==> config.mk <==
export PLATFORM = sky130hd
export DESIGN_NAME = pbus_listener
export DESIGN_NICKNAME = d
export VERILOG_FILES = /design/src/rtl/pbl_pkg.sv /design/src/rtl/pbl_sync.sv /design/src/rtl/pbl_handshake.sv /design/src/rtl/pbl_addr_decode.sv /design/src/rtl/pbl_regfile.sv /design/src/rtl/pbus_listener.sv
export SDC_FILE = /design/constraint.sdc
export NUM_CORES = 1
export LEC_CHECK = 0
export ABC_AREA = 0
export BUFFER_PORTS_ARGS = -buffer_cell sky130_fd_sc_hd__buf_2
export CAP_MARGIN = 10
export CELL_PAD_IN_SITES_DETAIL_PLACEMENT = 0
export CELL_PAD_IN_SITES_GLOBAL_PLACEMENT = 1
export CORE_AREA = 2 2 60 68
export CTS_BUF_LIST = sky130_fd_sc_hd__clkbuf_4 sky130_fd_sc_hd__clkbuf_8
export DETAILED_ROUTE_END_ITERATION = 16
export DIE_AREA = 0 0 62 70
export PLACE_DENSITY = 0.77
export SLEW_MARGIN = 20
export SYNTH_ARGS = -nofsm -noshare
export SYNTH_HDL_FRONTEND = slang
export SYNTH_SLANG_ARGS = --single-unit
==> constraint.sdc <==
create_clock -name clk -period 3.7 [get_ports clk]
set_clock_uncertainty 0.1 [all_clocks]
set_input_delay 0.555 -clock clk [delete_from_list [all_inputs] [get_ports clk]]
set_output_delay 0.555 -clock clk [all_outputs]
set_load 0.005 [all_outputs]
==> src/rtl/pbl_pkg.sv <==
package pbl_pkg;
    localparam int BYTE_W = 8;
    localparam int ADDR_W = 5;
    localparam int RS_W   = 3;
    localparam int CMD_W  = ADDR_W + 2;

    localparam logic [1:0]       GRP_LISTEN   = 2'b01;
    localparam logic [1:0]       GRP_TALK     = 2'b10;
    localparam logic [CMD_W-1:0] CMD_UNLISTEN = 7'h3F;
    localparam logic [CMD_W-1:0] CMD_UNTALK   = 7'h5F;

    localparam logic [RS_W-1:0]  SEL_RXDATA = 3'd0;
    localparam logic [RS_W-1:0]  SEL_STATUS = 3'd1;

    typedef enum logic [1:0] {
        HS_WAIT   = 2'd0,
        HS_READY  = 2'd1,
        HS_ACCEPT = 2'd2
    } hs_state_e;
endpackage

==> src/rtl/pbl_sync.sv <==
module pbl_sync #(
    parameter int W      = 1,
    parameter int STAGES = 2
) (
    input  logic         clk,
    input  logic         rst_n,
    input  logic [W-1:0] d_i,
    output logic [W-1:0] q_o
);
    logic [W-1:0] stage_q [STAGES];

    genvar g;
    generate
        for (g = 0; g < STAGES; g++) begin : g_stage
            logic [W-1:0] in_w;
            if (g == 0) begin : g_first
                assign in_w = d_i;
            end else begin : g_rest
                assign in_w = stage_q[g-1];
            end
            always_ff @(posedge clk or negedge rst_n) begin
                if (!rst_n) begin
                    stage_q[g] <= '0;
                end else begin
                    stage_q[g] <= in_w;
                end
            end
        end
    endgenerate

    assign q_o = stage_q[STAGES-1];
endmodule

==> src/rtl/pbl_handshake.sv <==
module pbl_handshake
    import pbl_pkg::*;
(
    input  logic clk,
    input  logic rst_n,
    input  logic atn_s_i,
    input  logic dav_s_i,
    input  logic listen_i,
    input  logic avail_i,
    output logic rfd_o,
    output logic dac_o,
    output logic cmd_stb_o,
    output logic data_stb_o
);
    typedef struct packed {
        hs_state_e state;
    } hs_reg_t;

    hs_reg_t st_d, st_q;
    logic    engage;

    always_comb begin
        st_d       = st_q;
        cmd_stb_o  = 1'b0;
        data_stb_o = 1'b0;
        engage     = atn_s_i || (listen_i && !avail_i);
        unique case (st_q.state)
            HS_WAIT: begin
                if (engage) begin
                    st_d.state = HS_READY;
                end
            end
            HS_READY: begin
                if (!engage) begin
                    st_d.state = HS_WAIT;
                end else if (dav_s_i) begin
                    cmd_stb_o  = atn_s_i;
                    data_stb_o = !atn_s_i;
                    st_d.state = HS_ACCEPT;
                end
            end
            HS_ACCEPT: begin
                if (!dav_s_i) begin
                    st_d.state = HS_WAIT;
                end
            end
            default: st_d.state = HS_WAIT;
        endcase
    end

    always_ff @(posedge clk or negedge rst_n) begin
        if (!rst_n) begin
            st_q.state <= HS_WAIT;
        end else begin
            st_q <= st_d;
        end
    end

    assign rfd_o = (st_q.state == HS_READY);
    assign dac_o = (st_q.state == HS_ACCEPT);
endmodule

==> src/rtl/pbl_addr_decode.sv <==
module pbl_addr_decode
    import pbl_pkg::*;
(
    input  logic              clk,
    input  logic              rst_n,
    input  logic              cmd_stb_i,
    input  logic [CMD_W-1:0]  cmd_i,
    input  logic [ADDR_W-1:0] dev_addr_i,
    output logic              listen_o,
    output logic              talk_o
);
    typedef struct packed {
        logic listen;
        logic talk;
    } ad_reg_t;

    ad_reg_t st_d, st_q;
    logic [1:0] grp;
    logic       own;

    always_comb begin
        st_d = st_q;
        grp  = cmd_i[CMD_W-1:ADDR_W];
        own  = (cmd_i[ADDR_W-1:0] == dev_addr_i);
        if (cmd_stb_i) begin
            if (cmd_i == CMD_UNLISTEN) begin
                st_d.listen = 1'b0;
            end else if (grp == GRP_LISTEN && own) begin
                st_d.listen = 1'b1;
            end
            if (cmd_i == CMD_UNTALK) begin
                st_d.talk = 1'b0;
            end else if (grp == GRP_TALK) begin
                st_d.talk = own;
            end
        end
    end

    always_ff @(posedge clk or negedge rst_n) begin
        if (!rst_n) begin
            st_q <= '0;
        end else begin
            st_q <= st_d;
        end
    end

    assign listen_o = st_q.listen;
    assign talk_o   = st_q.talk;
endmodule

==> src/rtl/pbl_regfile.sv <==
module pbl_regfile
    import pbl_pkg::*;
(
    input  logic              clk,
    input  logic              rst_n,
    input  logic              data_stb_i,
    input  logic [BYTE_W-1:0] data_i,
    input  logic              listen_i,
    input  logic              talk_i,
    input  logic              cs_n_i,
    input  logic              rw_i,
    input  logic [RS_W-1:0]   rs_i,
    output logic [BYTE_W-1:0] rdata_o,
    output logic              avail_o
);
    localparam int PAD_W = BYTE_W - 3;

    typedef struct packed {
        logic [BYTE_W-1:0] rx;
        logic              avail;
        logic [BYTE_W-1:0] rdata;
    } rf_reg_t;

    rf_reg_t st_d, st_q;
    logic    rd;
    logic [BYTE_W-1:0] status;

    always_comb begin
        st_d   = st_q;
        rd     = !cs_n_i && rw_i;
        status = {{PAD_W{1'b0}}, talk_i, listen_i, st_q.avail};
        if (rd) begin
            unique case (rs_i)
                SEL_RXDATA: begin
                    st_d.rdata = st_q.rx;
                    st_d.avail = 1'b0;
                end
                SEL_STATUS: st_d.rdata = status;
                default:    st_d.rdata = '0;
            endcase
        end
        if (data_stb_i) begin
            st_d.rx    = data_i;
            st_d.avail = 1'b1;
        end
    end

    always_ff @(posedge clk or negedge rst_n) begin
        if (!rst_n) begin
            st_q <= '0;
        end else begin
            st_q <= st_d;
        end
    end

    assign rdata_o = st_q.rdata;
    assign avail_o = st_q.avail;
endmodule

==> src/rtl/pbus_listener.sv <==
module pbus_listener
    import pbl_pkg::*;
#(
    parameter int SYNC_STAGES = 2
) (
    input  logic              clk,
    input  logic              rst_n,
    input  logic              bus_atn_i,
    input  logic              bus_dav_i,
    input  logic [7:0]        bus_data_i,
    output logic              bus_rfd_o,
    output logic              bus_dac_o,
    input  logic [4:0]        dev_addr_i,
    input  logic              cpu_cs_n_i,
    input  logic              cpu_rw_i,
    input  logic [2:0]        cpu_rs_i,
    output logic [7:0]        cpu_rdata_o
);
    localparam int SYNC_W = BYTE_W + 2;

    logic [SYNC_W-1:0] sync_in, sync_out;
    logic              atn_s, dav_s;
    logic [BYTE_W-1:0] data_s;
    logic              listen, talk, avail;
    logic              cmd_stb, data_stb;

    assign sync_in = {bus_atn_i, bus_dav_i, bus_data_i};

    pbl_sync #(.W(SYNC_W), .STAGES(SYNC_STAGES)) sync_i (
        .clk   (clk),
        .rst_n (rst_n),
        .d_i   (sync_in),
        .q_o   (sync_out)
    );

    assign {atn_s, dav_s, data_s} = sync_out;

    pbl_handshake hs_i (
        .clk        (clk),
        .rst_n      (rst_n),
        .atn_s_i    (atn_s),
        .dav_s_i    (dav_s),
        .listen_i   (listen),
        .avail_i    (avail),
        .rfd_o      (bus_rfd_o),
        .dac_o      (bus_dac_o),
        .cmd_stb_o  (cmd_stb),
        .data_stb_o (data_stb)
    );

    pbl_addr_decode dec_i (
        .clk        (clk),
        .rst_n      (rst_n),
        .cmd_stb_i  (cmd_stb),
        .cmd_i      (data_s[CMD_W-1:0]),
        .dev_addr_i (dev_addr_i),
        .listen_o   (listen),
        .talk_o     (talk)
    );

    pbl_regfile rf_i (
        .clk        (clk),
        .rst_n      (rst_n),
        .data_stb_i (data_stb),
        .data_i     (data_s),
        .listen_i   (listen),
        .talk_i     (talk),
        .cs_n_i     (cpu_cs_n_i),
        .rw_i       (cpu_rw_i),
        .rs_i       (cpu_rs_i),
        .rdata_o    (cpu_rdata_o),
        .avail_o    (avail)
    );
endmodule

-- Word level (Yosys, flattened, before mapping)
Cells that the tools add are included.
- add/subtract/negate cells: 0
- multipliers: 0
- divide/modulo/power cells: 0
- $lt $le $gt $ge: 0
- eq/ne operators: 11
- shift-type cells: 0
- multiplexer cells: 19
- bitwise logic cells: 0
- reduce and logical (&&, ||, !) cells: 17
- operators with widths (kind ; count):
    $pmux 8 s2 ; 1
    $mux 1 ; 12
    $mux 9 ; 1
    $mux 2 ; 4
    $reduce_bool 2->1 ; 4
    $eq 7x6->1 const B ; 1
    $eq 7x7->1 const B ; 1
    $pmux 2 s3 ; 1
    $reduce_and 2->1 ; 3
    $eq 5x5->1 ; 1
    $eq 2x1->1 const B ; 2
    $eq 2x2->1 const B ; 2
    $eq 3x1->1 const B ; 1
    $logic_and 1x1->1 ; 3
    $logic_not 1->1 ; 3
    $logic_not 3->1 ; 1
    $ne 3x3->1 const B ; 1
    $reduce_and 3->1 ; 1
    $logic_not 2->1 ; 1
    $ne 2x1->1 const B ; 1
    $ne 2x2->1 const B ; 1
    $logic_or 1x1->1 ; 1
- bits in registers: 41
- bits in latches: 0
- memory bits (writable): 0
- ROM bits: 0
- bits of input ports: 22
- output and inout bits: 10
- logic and storage cells: 55
- memories kept: 0

-- Longest topological paths before layout
Gate-level depths: netlist of the first run.
- word-level depth: 7
- depth in mapped cells: 5
- depth with buffers taken out: 4

-- By module
Synthesis of the first run repeated with hierarchy kept, for this count alone.
- cell total of the unflattened synthesis: 104
- area, all modules: 1555.2 um^2
- by module, submodules not included (module ; times used ; cells each ; area each (um^2) ; sequential area each (um^2)):
    pbl_regfile ; 1 ; 53 ; 749.5 ; 425.4
    pbl_sync ; 1 ; 20 ; 500.5 ; 500.5
    pbl_addr_decode ; 1 ; 19 ; 178.9 ; 50.0
    pbl_handshake ; 1 ; 12 ; 126.4 ; 50.0

-- Worst setup path before layout of the first run
Ideal clock, no wire load.
- kind: in2reg
- start point: in cpu_cs_n_i
- end point: reg rf_i.st_q, in the netlist rf_i.rdata_o[0]
- library setup time: 66 ps
- data arrival time: 1337 ps
- required time: 3534 ps
- path slack: 2197 ps
- stages: 5
- path buffers: 1
- cells stage by stage: nand2b_1 > buf_2 > nor4_4 > a222oi_1 > inv_1
- cells in the longest elaborated chain, start to end: 2
- RTL lines (what ; RTL line ; RTL):
    start, declared ; pbus_listener.sv:14 ; input logic cpu_cs_n_i,
    $logic_not 1->1 ; pbl_regfile.sv:30 ; rd = !cs_n_i && rw_i;
    $logic_and 1x1->1 ; pbl_regfile.sv:30 ;
    end signal, assigned ; pbl_regfile.sv:52 ; st_q <= st_d;
    end, declared ; pbl_regfile.sv:24 ; rf_reg_t st_d, st_q;
No other way between the ends.
A chain may end at the register's enable or synchronous reset.

-- Final worst setup path of the first run
- start point: reg hs_i.st_q[1] (netlist bit)
- end point: out bus_rfd_o
- cells in the longest elaborated chain, start to end: 1
- RTL lines (what ; RTL line ; RTL):
    start, declared ; pbl_handshake.sv:19 ; hs_reg_t st_d, st_q;
    start signal, assigned ; pbl_handshake.sv:55 ; st_q <= st_d;
    $eq 2x1->1 ; pbl_handshake.sv:59 ; assign rfd_o = (st_q.state == HS_READY);
    end, declared ; pbus_listener.sv:11 ; output logic bus_rfd_o,
No other way between the ends.

==> results of run 1 <==
logic make-up (layout without fill, tap and decap cells):
group	Yosys count	after routing	share of synthesized area, %
AO/OA/AOI/OAI	14	14	7.34
flip-flops	41	41	67.6
multiplexers	9	9	6.60
XOR/XNOR	5	5	2.89
AND/OR/NAND/NOR	18	18	9.56
buffers and inverters	15	44	6.02
sequential cells by signal, indices dropped and copies added (netlist names):
register / cells
sync_i.g_stage.in_w: 10
rf_i.rdata_o: 8
sync_i.q_o: 10
hs_i.st_q: 2
dec_i.listen_o: 1
dec_i.talk_o: 1
rf_i.st_q: 8
rf_i.avail_o: 1
area by class of cell:
| class | instances | area (um^2) |
|---|---|---|
| Tap cell | 52 | 65.1 |
| Multi-Input combinational cell | 46 | 400 |
| Fill cell | 338 | 1980 |
| Inverter | 5 | 18.8 |
| Sequential cell | 41 | 1030 |
| Timing Repair Buffer | 31 | 155 |
| Clock inverter | 1 | 8.76 |
| Clock buffer | 7 | 96.3 |
power by group through the flow:
| stage | clock network, mW | logic (mW) | registers, mW |
|---|---|---|---|
| after global placement | 0 | 0.0591 | 0.508 |
| after global routing | 0.352 | 0.0692 | 0.504 |
| after detailed placement | 0 | 0.0618 | 0.509 |
| final | 0.317 | 0.0601 | 0.499 |
| after floorplan | 0 | 0.0388 | 0.503 |
| after CTS | 0.329 | 0.0621 | 0.500 |
cells in the mapped netlist:
cell      instances
nand2_1           1
a211oi_1          1
xnor2_1           2
a22o_1            5
nor2b_1           4
mux2_2            8
dfrtp_1          41
buf_4             9
xor2_1            3
a21oi_1           1
and3_1            1
nand3_1           2
nor4_4            1
a222oi_1          3
o21ai_0           2
nor2_1            1
inv_1             5
buf_2             1
nor4b_2           1
nand4b_4          1
mux2i_1           1
nor3_1            1
nand2b_1          2
nand4_1           2
o21a_1            2
nor2_2            1
worst max path at each step:
stage	endpoint	slack [ps]	cells past startpoint
detailed placement	rf_i.rdata_o[2]$_DFFE_PN0P_	1850	5
floorplan	rf_i.rdata_o[0]$_DFFE_PN0P_	2200	5
CTS	bus_rfd_o	1770	2
global placement	rf_i.rdata_o[0]$_DFFE_PN0P_	1960	5
global route	bus_rfd_o	1750	2
finish	bus_rfd_o	1790	2
critical path: stages (launching register included):
cell     delay (ps)
dfrtp_1         400
nor2b_1         370
buf_2           200
metal layers:
layer | routed length [um] | share of wire (%)
met1 | 896 | 41
met4 | 26 | 1.2
met2 | 1120 | 52
met3 | 126 | 5.8
met5 | 0 | 0
==> summary.md, run 1 <==
| Metric | Value |
|---|---|
| Routed length per instance | 11.9 um |
| Fin worst setup slack | 1790 ps |
| Die footprint | 0.00434 mm^2 |
| Worst R2R Start | hs_i.st_q[1]$_DFFE_PN0P_ |
| Vias | 849 |
| H-tree levels | 2 |
| Clock root cell | clkbuf_8 |
| Status | finished, final reports clean |
| Crit path from | hs_i.st_q[1]$_DFFE_PN0P_ |
| Nets@finish | 152 |
| Bufs on Longest Clock Path | 2 |
| Synth unique cells | 26 |
| Fmax | 0.525 GHz |
| Peak supply drop | 0.206 mV |
| # IOs | 32 |
| Critical Path Sink Type | output pin |
| Post-Syn Area | 0.00152 mm^2 |
| Average size of a mapped cell | 14.9 um^2 |
| Maximum capacitance violations | 0 |
| Clk_lat worst skew | 290 ps |
| Port-buffer cells | 31 |
| Layout Cells excl Fill | 183 |
| Logic pwr share | 6.9% |
| Final Cell Area | 0.00177 mm^2 |
| Post-route ant nets | 0 |
| Cells on worst reg2reg path | 3 |
| Yosys warning count | 0 |
| Final Util | 47.2% |
| Post-DP HPWL | 1.62 mm |
| Antenna violations before repair | 0 |
| Register area share after synthesis | 67.6% |
| Internal Power | 684 uW |
| First-pass GRT wire length | 3.64 mm |
| Area leader, netlist | dfrtp_1 |
| Placed insts | 175 |
| Worst hold stages | 0 |
| Final hold vios | 0 |
| Grt met3 use | 5.00% |
| CP Launch Type | register |
| RD Place Congestion | 0.726 |
| Core Region | 0.00375 mm^2 |
| TritonCTS Buffers | 5 |
| Max-slew headroom | 42.0% |
| Met2 usage | 18.1% |
| Design Power | 877 uW |
| Clock Sinks | 41 |
| Hold Path Origin | sync_i.g_stage[1].in_w[7]$_DFF_PN0_ |
| Height of the die | 70 um |
| Most common cell after layout, fill and taps aside | dfrtp_1 |
| Gr ovfl total | 0 |
| Hold-fix buffers, CTS | 0 |
| Fin Hold WS | 251 ps |
| Fin crit share | 51.5% |
| Vias per std cell | 4.64 |
| Chip Width | 62 um |
| Top cells by area, synth | dfrtp_1, mux2_2, buf_4 |
| Max Slew Vio Count | 0 |
| Std cell rows | 24 |
| Gr usage total | 11.8% |
| TNS Setup | 0 ps |
| Synth top area share | 67.6% |
| Worst EP required | 3040 ps |
| Critical path class | register to output pin |
| R2R setup slack | 2140 ps |
| Cell Pwr Density | 495 mW/mm^2 |
| PostCTS Resize Cnt | 0 |
| Detailed Routing Iterations Pass 1 | 6 |
| P_leak | 0.906 nW |
| CP max FO | 5 |
| Setup repair bufs after CTS | 0 |
| RSZ-0062 raised after global routing | no |
| Switching share of power | 22.0% |
| Antenna fix cells | 0 |
| Largest net degree at the start of global routing | 42 |
| Clk pwr share | 36.2% |
| Dpl cell area | 0.00167 mm^2 |
| DP Worst Slack | 1850 ps |
| Seq cells post-synth | 41 |
| Psw | 193 uW |
| Hold EP | sync_i.q_o[7]$_DFF_PN0_ |
| DRT iter0 DRCs | 27 |
| Final setup fails | 0 |
| CTS tree | yes |
| Slew at the pin closest to its max-slew limit | 870 ps |
| Vias in the first global route | 838 |
| GRT busiest layer | met2 |
| Clk slew on worst S/H paths | 80 ps |
| Tmin final | 1910 ps |
| Worst hold path class | register to register |
| RR Endpoint | rf_i.st_q[15]$_DFFE_PN0P_ |
| GR Layer Usage met1 | 13.4% |
| CP arrival | 1250 ps |
| Layout cell share with drive strength beyond 1 | 38.9% |
| Post-synthesis cell count | 102 |
| DRC Markers | 0 |
| Initial Util | 40.4% |
| Flop pwr share | 57.0% |
| Syn_nets | 124 |
| Most frequent cells in the layout | dfrtp_1, buf_2, mux2_2 |
| WL final | 2.17 mm |
| Area growth syn-to-layout | 16.7% |
No activity file was read; power rests on OpenSTA's default activity.
==> run 2: changes to the inputs <==
--- a/config.mk
+++ b/config.mk
@@ -10,10 +10,10 @@
 export CAP_MARGIN = 10
 export CELL_PAD_IN_SITES_DETAIL_PLACEMENT = 0
 export CELL_PAD_IN_SITES_GLOBAL_PLACEMENT = 1
-export CORE_AREA = 2 2 60 68
+export CORE_AREA = 2 2 62 69
 export CTS_BUF_LIST = sky130_fd_sc_hd__clkbuf_4 sky130_fd_sc_hd__clkbuf_8
 export DETAILED_ROUTE_END_ITERATION = 16
-export DIE_AREA = 0 0 62 70
+export DIE_AREA = 0 0 64 71
 export PLACE_DENSITY = 0.77
 export SLEW_MARGIN = 20
 export SYNTH_ARGS = -nofsm -noshare
==> constraint.sdc (replaced) <==
create_clock -name clk -period 1.6 [get_ports clk]
set_clock_uncertainty 0.1 [all_clocks]
set_input_delay 0.24 -clock clk [delete_from_list [all_inputs] [get_ports clk]]
set_output_delay 0.24 -clock clk [all_outputs]
set_load 0.005 [all_outputs]
==> run 2 against run 1 <==
  * Total power grew 140%
  * Utilization grew 2.1 points
  * Sequential share of layout area shrank 4.2 points
  * Sequential cell count is the same
  * Routed wire length grew 7.7%
  * Critical path depth grew 1
  * Die area grew 4.7%
  * Clock power grew 140%
  * First-iteration DRC count shrank 7.4%
  * Sequential power grew 130%
  * Count of clock-buffer cells in the layout shrank 2
==> summary.md, run 2 (synthesis gave the netlist of run 1 again) <==
| Metric | Value |
|---|---|
| Peak supply drop | 0.715 mV (+250%) |
| Chip Width | 64 um (+3.2%) |
| WL final | 2.34 mm (+7.7%) |
| Clk slew on worst S/H paths | 70 ps (about the same) |
| DRC Markers | 0 (unchanged) |
| CTS tree | yes |
| Largest net degree at the start of global routing | 22 (-48%) |
| Vias | 882 (+3.9%) |
| Height of the die | 71 um (+1.4%) |
| Setup repair bufs after CTS | 0 (unchanged) |
| Cells on worst reg2reg path | 4 (+1) |
| Clock root cell | clkbuf_8 |
| Std cell rows | 24 (unchanged) |
| Worst EP required | 1260 ps (-1780 ps) |
| Detailed Routing Iterations Pass 1 | 4 (-2) |
| CP Launch Type | register |
| P_leak | 0.966 nW (+6.7%) |
| Gr usage total | 12.4% (+0.68 points) |
| Most common cell after layout, fill and taps aside | dfrtp_1 |
| Vias in the first global route | 981 (+17%) |
| RD Place Congestion | 0.766 (+5.4%) |
| Post-route ant nets | 0 (unchanged) |
| Hold Path Origin | dev_addr_i[3] |
| Port-buffer cells | 31 (unchanged) |
| Worst R2R Start | dec_i.listen_o$_DFFE_PN0P_ |
| First-pass GRT wire length | 4.31 mm (+18%) |
| Max Slew Vio Count | 0 (unchanged) |
| Critical Path Sink Type | output pin |
| Final hold vios | 0 (unchanged) |
| Worst hold path class | primary input to register |
| TritonCTS Buffers | 5 (unchanged) |
| Final setup fails | 0 (unchanged) |
| Area growth syn-to-layout | 25.8% |
| TNS Setup | 0 ps (unchanged) |
| R2R setup slack | 170 ps (-1970 ps) |
| Die footprint | 0.00454 mm^2 (+4.7%) |
| Vias per std cell | 4.52 (-2.5%) |
| Cell Pwr Density | 1100 mW/mm^2 (+120%) |
| Max-slew headroom | 67.3% (+25 points) |
| Most frequent cells in the layout | dfrtp_1, buf_2, dlygate4sd3_1 |
| Routed length per instance | 12.0 um (+1.1%) |
| Hold EP | dec_i.listen_o$_DFFE_PN0P_ |
| RSZ-0062 raised after global routing | no |
| Fmax | 0.687 GHz |
| Status | finished, final reports clean |
| Maximum capacitance violations | 0 (unchanged) |
| Slew at the pin closest to its max-slew limit | 487 ps (-382 ps) |
| Critical path class | register to output pin |
| Tmin final | 1460 ps |
| Fin crit share | 90.9% |
| Post-DP HPWL | 1.71 mm (+5.8%) |
| Antenna fix cells | 0 (unchanged) |
| H-tree levels | 2 (unchanged) |
| Filler cells | 325 (-3.8%) |
| Clock Sinks | 41 (unchanged) |
| Layout cell share with drive strength beyond 1 | 37.1% (-1.9 points) |
| Core Region | 0.00387 mm^2 (+3.2%) |
| CP max FO | 4 (-1) |
| Antenna violations before repair | 0 (unchanged) |
| Final Util | 49.3% (+2.1 points) |
| Clk_lat worst skew | 280 ps (about the same) |
| Bufs on Longest Clock Path | 2 (unchanged) |
| Gr ovfl total | 0 (unchanged) |
| Worst hold stages | 4 (+4) |
| RR Endpoint | rf_i.st_q[15]$_DFFE_PN0P_ |
| # IOs | 32 (unchanged) |
| DRT iter0 DRCs | 25 (-7.4%) |
| CP arrival | 1120 ps (-130 ps) |
| Nets@finish | 165 (+8.6%) |
| Initial Util | 39.2% (-1.3 points) |
run 2: cell types whose count changed in the layout (fill, tap and decap cells not counted), sizes merged:
cell         previous run  this run
buf                    31        33
bufinv                  0         1
clkbuf                  7         5
clkinv                  0         1
dlygate4sd3             0        11
inv                     6         5
run 2: worst max-delay path: stages, from the launching register on:
cell and delay, ps:
dfrtp_1 390, nor2b_2 180, buf_4 140, buf_2 120
run 2: worst max-delay path by stage:
| stage | startpoint | endpoint | cells after the start |
|---|---|---|---|
| finish | hs_i.st_q[0]$_DFFE_PN0P_ | bus_rfd_o | 3 |
| floorplan | hs_i.st_q[0]$_DFFE_PN0P_ | rf_i.st_q[10]$_DFFE_PN0P_ | 4 |
| global route | hs_i.st_q[0]$_DFFE_PN0P_ | bus_rfd_o | 3 |
| CTS | hs_i.st_q[0]$_DFFE_PN0P_ | bus_rfd_o | 3 |
| detailed placement | cpu_cs_n_i | rf_i.rdata_o[0]$_DFFE_PN0P_ | 5 |
| global placement | cpu_cs_n_i | rf_i.rdata_o[0]$_DFFE_PN0P_ | 5 |
run 2: power by group:
part           total (mW)  leakage, nW  switching, mW  internal [mW]
logic               0.171        0.394         0.0724         0.0990
clock network       0.767       0.0540          0.314          0.453
registers            1.16        0.518         0.0456           1.11
run 2: repair_timing:
action | in CTS | in global routing
setup endpoints to repair | 0 | 1
hold endpoints to repair | 30 | 0
resized for setup | 0 | 1
hold buffers | 11 | 0
run 2: cell type report:
class / instances / area [um^2] / area share, %
Clock buffer: 5 / 68.8 / 3.60
Multi-Input combinational cell: 46 / 403 / 21.1
Sequential cell: 41 / 1030 / 53.7
Tap cell: 52 / 65.1 / 3.41
Clock inverter: 2 / 35.0 / 1.83
Timing Repair Buffer: 44 / 293 / 15.3
Inverter: 5 / 18.8 / 0.983
run 2: layer usage:
| layer | GRT usage, % | wire, um | up-vias |
|---|---|---|---|
| met5 | 0 | 0 | - |
| met4 | 5.80 | 51 | 0 |
| met3 | 4.45 | 141 | 4 |
| met2 | 20.6 | 1130 | 28 |
| met1 | 14.4 | 1020 | 424 |
| li1 | - | - | 426 |
run 2: stage by stage:
| stage | area (um^2) | std cells | total power [mW] | worst slack, ps | hold WS, ps |
|---|---|---|---|---|---|
| after floorplan | 1520 | 102 | 1.25 | 268 | -156 |
| after CTS | 1910 | 195 | 2.13 | 53.5 | 209 |
| after detailed placement | 1690 | 177 | 1.33 | 71.0 | 123 |
| after global routing | 1910 | 195 | 2.21 | 79.2 | 247 |
| after global placement | 1690 | 177 | 1.32 | 184 | 121 |
| final | 1910 | 195 | 2.10 | 145 | 220 |
==> run 3: changes to the inputs <==
--- a/config.mk
+++ b/config.mk
@@ -8,13 +8,13 @@
 export ABC_AREA = 0
 export BUFFER_PORTS_ARGS = -buffer_cell sky130_fd_sc_hd__buf_2
 export CAP_MARGIN = 10
-export CELL_PAD_IN_SITES_DETAIL_PLACEMENT = 0
-export CELL_PAD_IN_SITES_GLOBAL_PLACEMENT = 1
-export CORE_AREA = 2 2 62 69
+export CELL_PAD_IN_SITES_DETAIL_PLACEMENT = 1
+export CELL_PAD_IN_SITES_GLOBAL_PLACEMENT = 2
+export CORE_AREA = 2 2 67 76
 export CTS_BUF_LIST = sky130_fd_sc_hd__clkbuf_4 sky130_fd_sc_hd__clkbuf_8
 export DETAILED_ROUTE_END_ITERATION = 16
-export DIE_AREA = 0 0 64 71
-export PLACE_DENSITY = 0.77
+export DIE_AREA = 0 0 69 78
+export PLACE_DENSITY = 0.76
 export SLEW_MARGIN = 20
 export SYNTH_ARGS = -nofsm -noshare
 export SYNTH_HDL_FRONTEND = slang
==> run 3 against run 2 <==
  * Design area shrank 0.66%
  * First-iteration DRC count grew 44%
  * Worst setup slack lost 14 ps
  * Die area grew 18%
  * Fmax shrank 0.95%
  * Register-to-register slack lost 20 ps
  * Global-route usage shrank 0.30 points
  * Utilization shrank 7.6 points
  * Hold slack lost 12 ps
  * Total power shrank 5.6%
  * Critical path depth is the same
  * Combinational power is essentially flat
  * Critical path type unchanged
  * Largest cell class unchanged
==> summary.md, run 3 (synthesis gave the netlist of run 1 again) <==
| Metric | Value |
|---|---|
| Worst EP required | 1260 ps (about the same) |
| Clock root cell | clkbuf_8 |
| WL final | 2.76 mm (+18%) |
| Layout cell share with drive strength beyond 1 | 37.5% (+0.44 points) |
| Slew at the pin closest to its max-slew limit | 492 ps (+4.59 ps) |
| DP Worst Slack | 25.1 ps (-46.0 ps) |
| Post-DP HPWL | 2.01 mm (+18%) |
| Most frequent cells in the layout | dfrtp_1, buf_2, dlygate4sd3_1 |
| CP arrival | 1130 ps (about the same) |
| CP max FO | 4 (unchanged) |
| TNS Setup | 0 ps (unchanged) |
| CP Launch Type | register |
| Final setup fails | 0 (unchanged) |
| Largest net degree at the start of global routing | 23 (+4.5%) |
| P_leak | 0.956 nW (-1.0%) |
| Design Power | 1.98 mW (-5.6%) |
| Detailed Routing Iterations Pass 1 | 4 (unchanged) |
| Max-slew headroom | 67.0% (-0.31 points) |
| Clk slew on worst S/H paths | 80 ps (about the same) |
| Final hold vios | 0 (unchanged) |
| Final Cell Area | 0.00190 mm^2 (-0.66%) |
| Most common cell after layout, fill and taps aside | dfrtp_1 |
| Std cell rows | 26 (+8.3%) |
| Status | finished, final reports clean |
| Vias | 936 (+6.1%) |
| Fin crit share | 91.8% (+0.88 points) |
| TritonCTS Buffers | 5 (unchanged) |
| Bufs on Longest Clock Path | 2 (unchanged) |
| Gr ovfl total | 0 (unchanged) |
| Initial Util | 33.3% (-5.9 points) |
| RSZ-0062 raised after global routing | no |
| DRT iter0 DRCs | 36 (+44%) |
| Max Slew Vio Count | 0 (unchanged) |
| Die footprint | 0.00538 mm^2 (+18%) |
| Worst hold path class | primary input to register |
| Post-route ant nets | 0 (unchanged) |
| Tmin final | 1470 ps (+14.0 ps) |
| Fmax | 0.681 GHz (-0.95%) |
| Fin worst setup slack | 131 ps (-14.0 ps) |
| Vias in the first global route | 1021 (+4.1%) |
| Vias per std cell | 4.68 (+3.5%) |
| Setup repair bufs after CTS | 0 (unchanged) |
| Core Region | 0.00455 mm^2 (+18%) |
| Antenna fix cells | 0 (unchanged) |
| WP buf/inv | 2 (unchanged) |
| Cell Pwr Density | 1040 mW/mm^2 (-5.0%) |
| Peak supply drop | 0.512 mV (-28%) |
| Maximum capacitance violations | 0 (unchanged) |
| Routed length per instance | 13.8 um (+15%) |
| DRC Markers | 0 (unchanged) |
| RD Place Congestion | 0.703 (-8.1%) |
| Critical path class | register to output pin |
| Height of the die | 78 um (+9.9%) |
| Clk_lat worst skew | 290 ps (about the same) |
| Clock Sinks | 41 (unchanged) |
| Gr usage total | 12.1% (-0.30 points) |
| Antenna violations before repair | 0 (unchanged) |
| First-pass GRT wire length | 4.96 mm (+15%) |
| Dpl cell area | 0.00170 mm^2 (+0.30%) |
| Area growth syn-to-layout | 25.0% |
| Critical Path Sink Type | output pin |
| # IOs | 32 (unchanged) |
| CTS tree | yes |
| Crit path largest cell delay | 400 ps (about the same) |
| H-tree levels | 2 (unchanged) |
| Chip Width | 69 um (+7.8%) |
| Nets@finish | 165 (unchanged) |
| Delay-heaviest family, CP | flip-flops |
| Port-buffer cells | 31 (unchanged) |
| Slowest cell on crit path | dfrtp_1 |
| CP Cell Sequence | nor2b_2 -> buf_4 -> buf_2 |
run 3: changes by cell type in the layout (fill, tap and decap cells not counted), sizes merged:
cell,previous run,this run
clkinvlp,0,1
bufinv,1,0
clkinv,1,2
run 3: layer usage:
metal | track usage (%) | share of wire (%)
met5 | 0 | 0
met4 | 7.06 | 2.6
met3 | 4.16 | 5.3
met2 | 20.1 | 52
met1 | 13.5 | 40
run 3: area by class of cell:
type                    instances  area, um^2
clock inverters                 3        17.5
inverters                       5        18.8
clock buffers                   5        68.8
fillers                       496        2660
well taps                      56        70.1
flip-flops and latches         41        1030
multi-input cells              46         403
repair buffers                 44         293
run 3: power breakdown:
part / switching (mW) / internal (mW) / total [mW]
clock: 0.345 / 0.300 / 0.646
combinational: 0.0740 / 0.0989 / 0.173
sequential: 0.0474 / 1.11 / 1.16
total: 0.466 / 1.51 / 1.98
run 3: final timing paths:
check | from | endpoint | slack [ps] | cells after the start
setup / recovery | hs_i.st_q[0]$_DFFE_PN0P_ | bus_rfd_o | 130 | 3
hold / removal | dev_addr_i[3] | dec_i.listen_o$_DFFE_PN0P_ | 210 | 4
min in group asynchronous | rst_n | sync_i.g_stage[1].in_w[5]$_DFF_PN0_ | 340 | 2
hold reg to reg | sync_i.g_stage[1].in_w[7]$_DFF_PN0_ | sync_i.q_o[7]$_DFF_PN0_ | 250 | 0
setup reg to reg | dec_i.listen_o$_DFFE_PN0P_ | rf_i.st_q[11]$_DFFE_PN0P_ | 150 | 4
max in group asynchronous | rst_n | sync_i.g_stage[1].in_w[7]$_DFF_PN0_ | 590 | 3
run 3: worst reg2reg max path, cell delays in order, from the launching register on:
cell      delay, ps
dfrtp_1         380
inv_1            70
nor2_2          220
nand4b_4        230
mux2_2          330
run 3: through the flow:
stage | instances | util [%] | hold WS, ps
after floorplan | 102 | - | -156
after global placement | 181 | 37.3 | 113
after detailed placement | 181 | 37.3 | 128
after CTS | 200 | 41.6 | 201
after global routing | 200 | 41.6 | 213
final | 200 | 41.6 | 208
run 3: repair_timing:
item	4_1_cts	5_1_grt
setup endpoints to repair	0	1
hold endpoints to repair	29	0
hold buffers	11	0
resized for setup	0	1
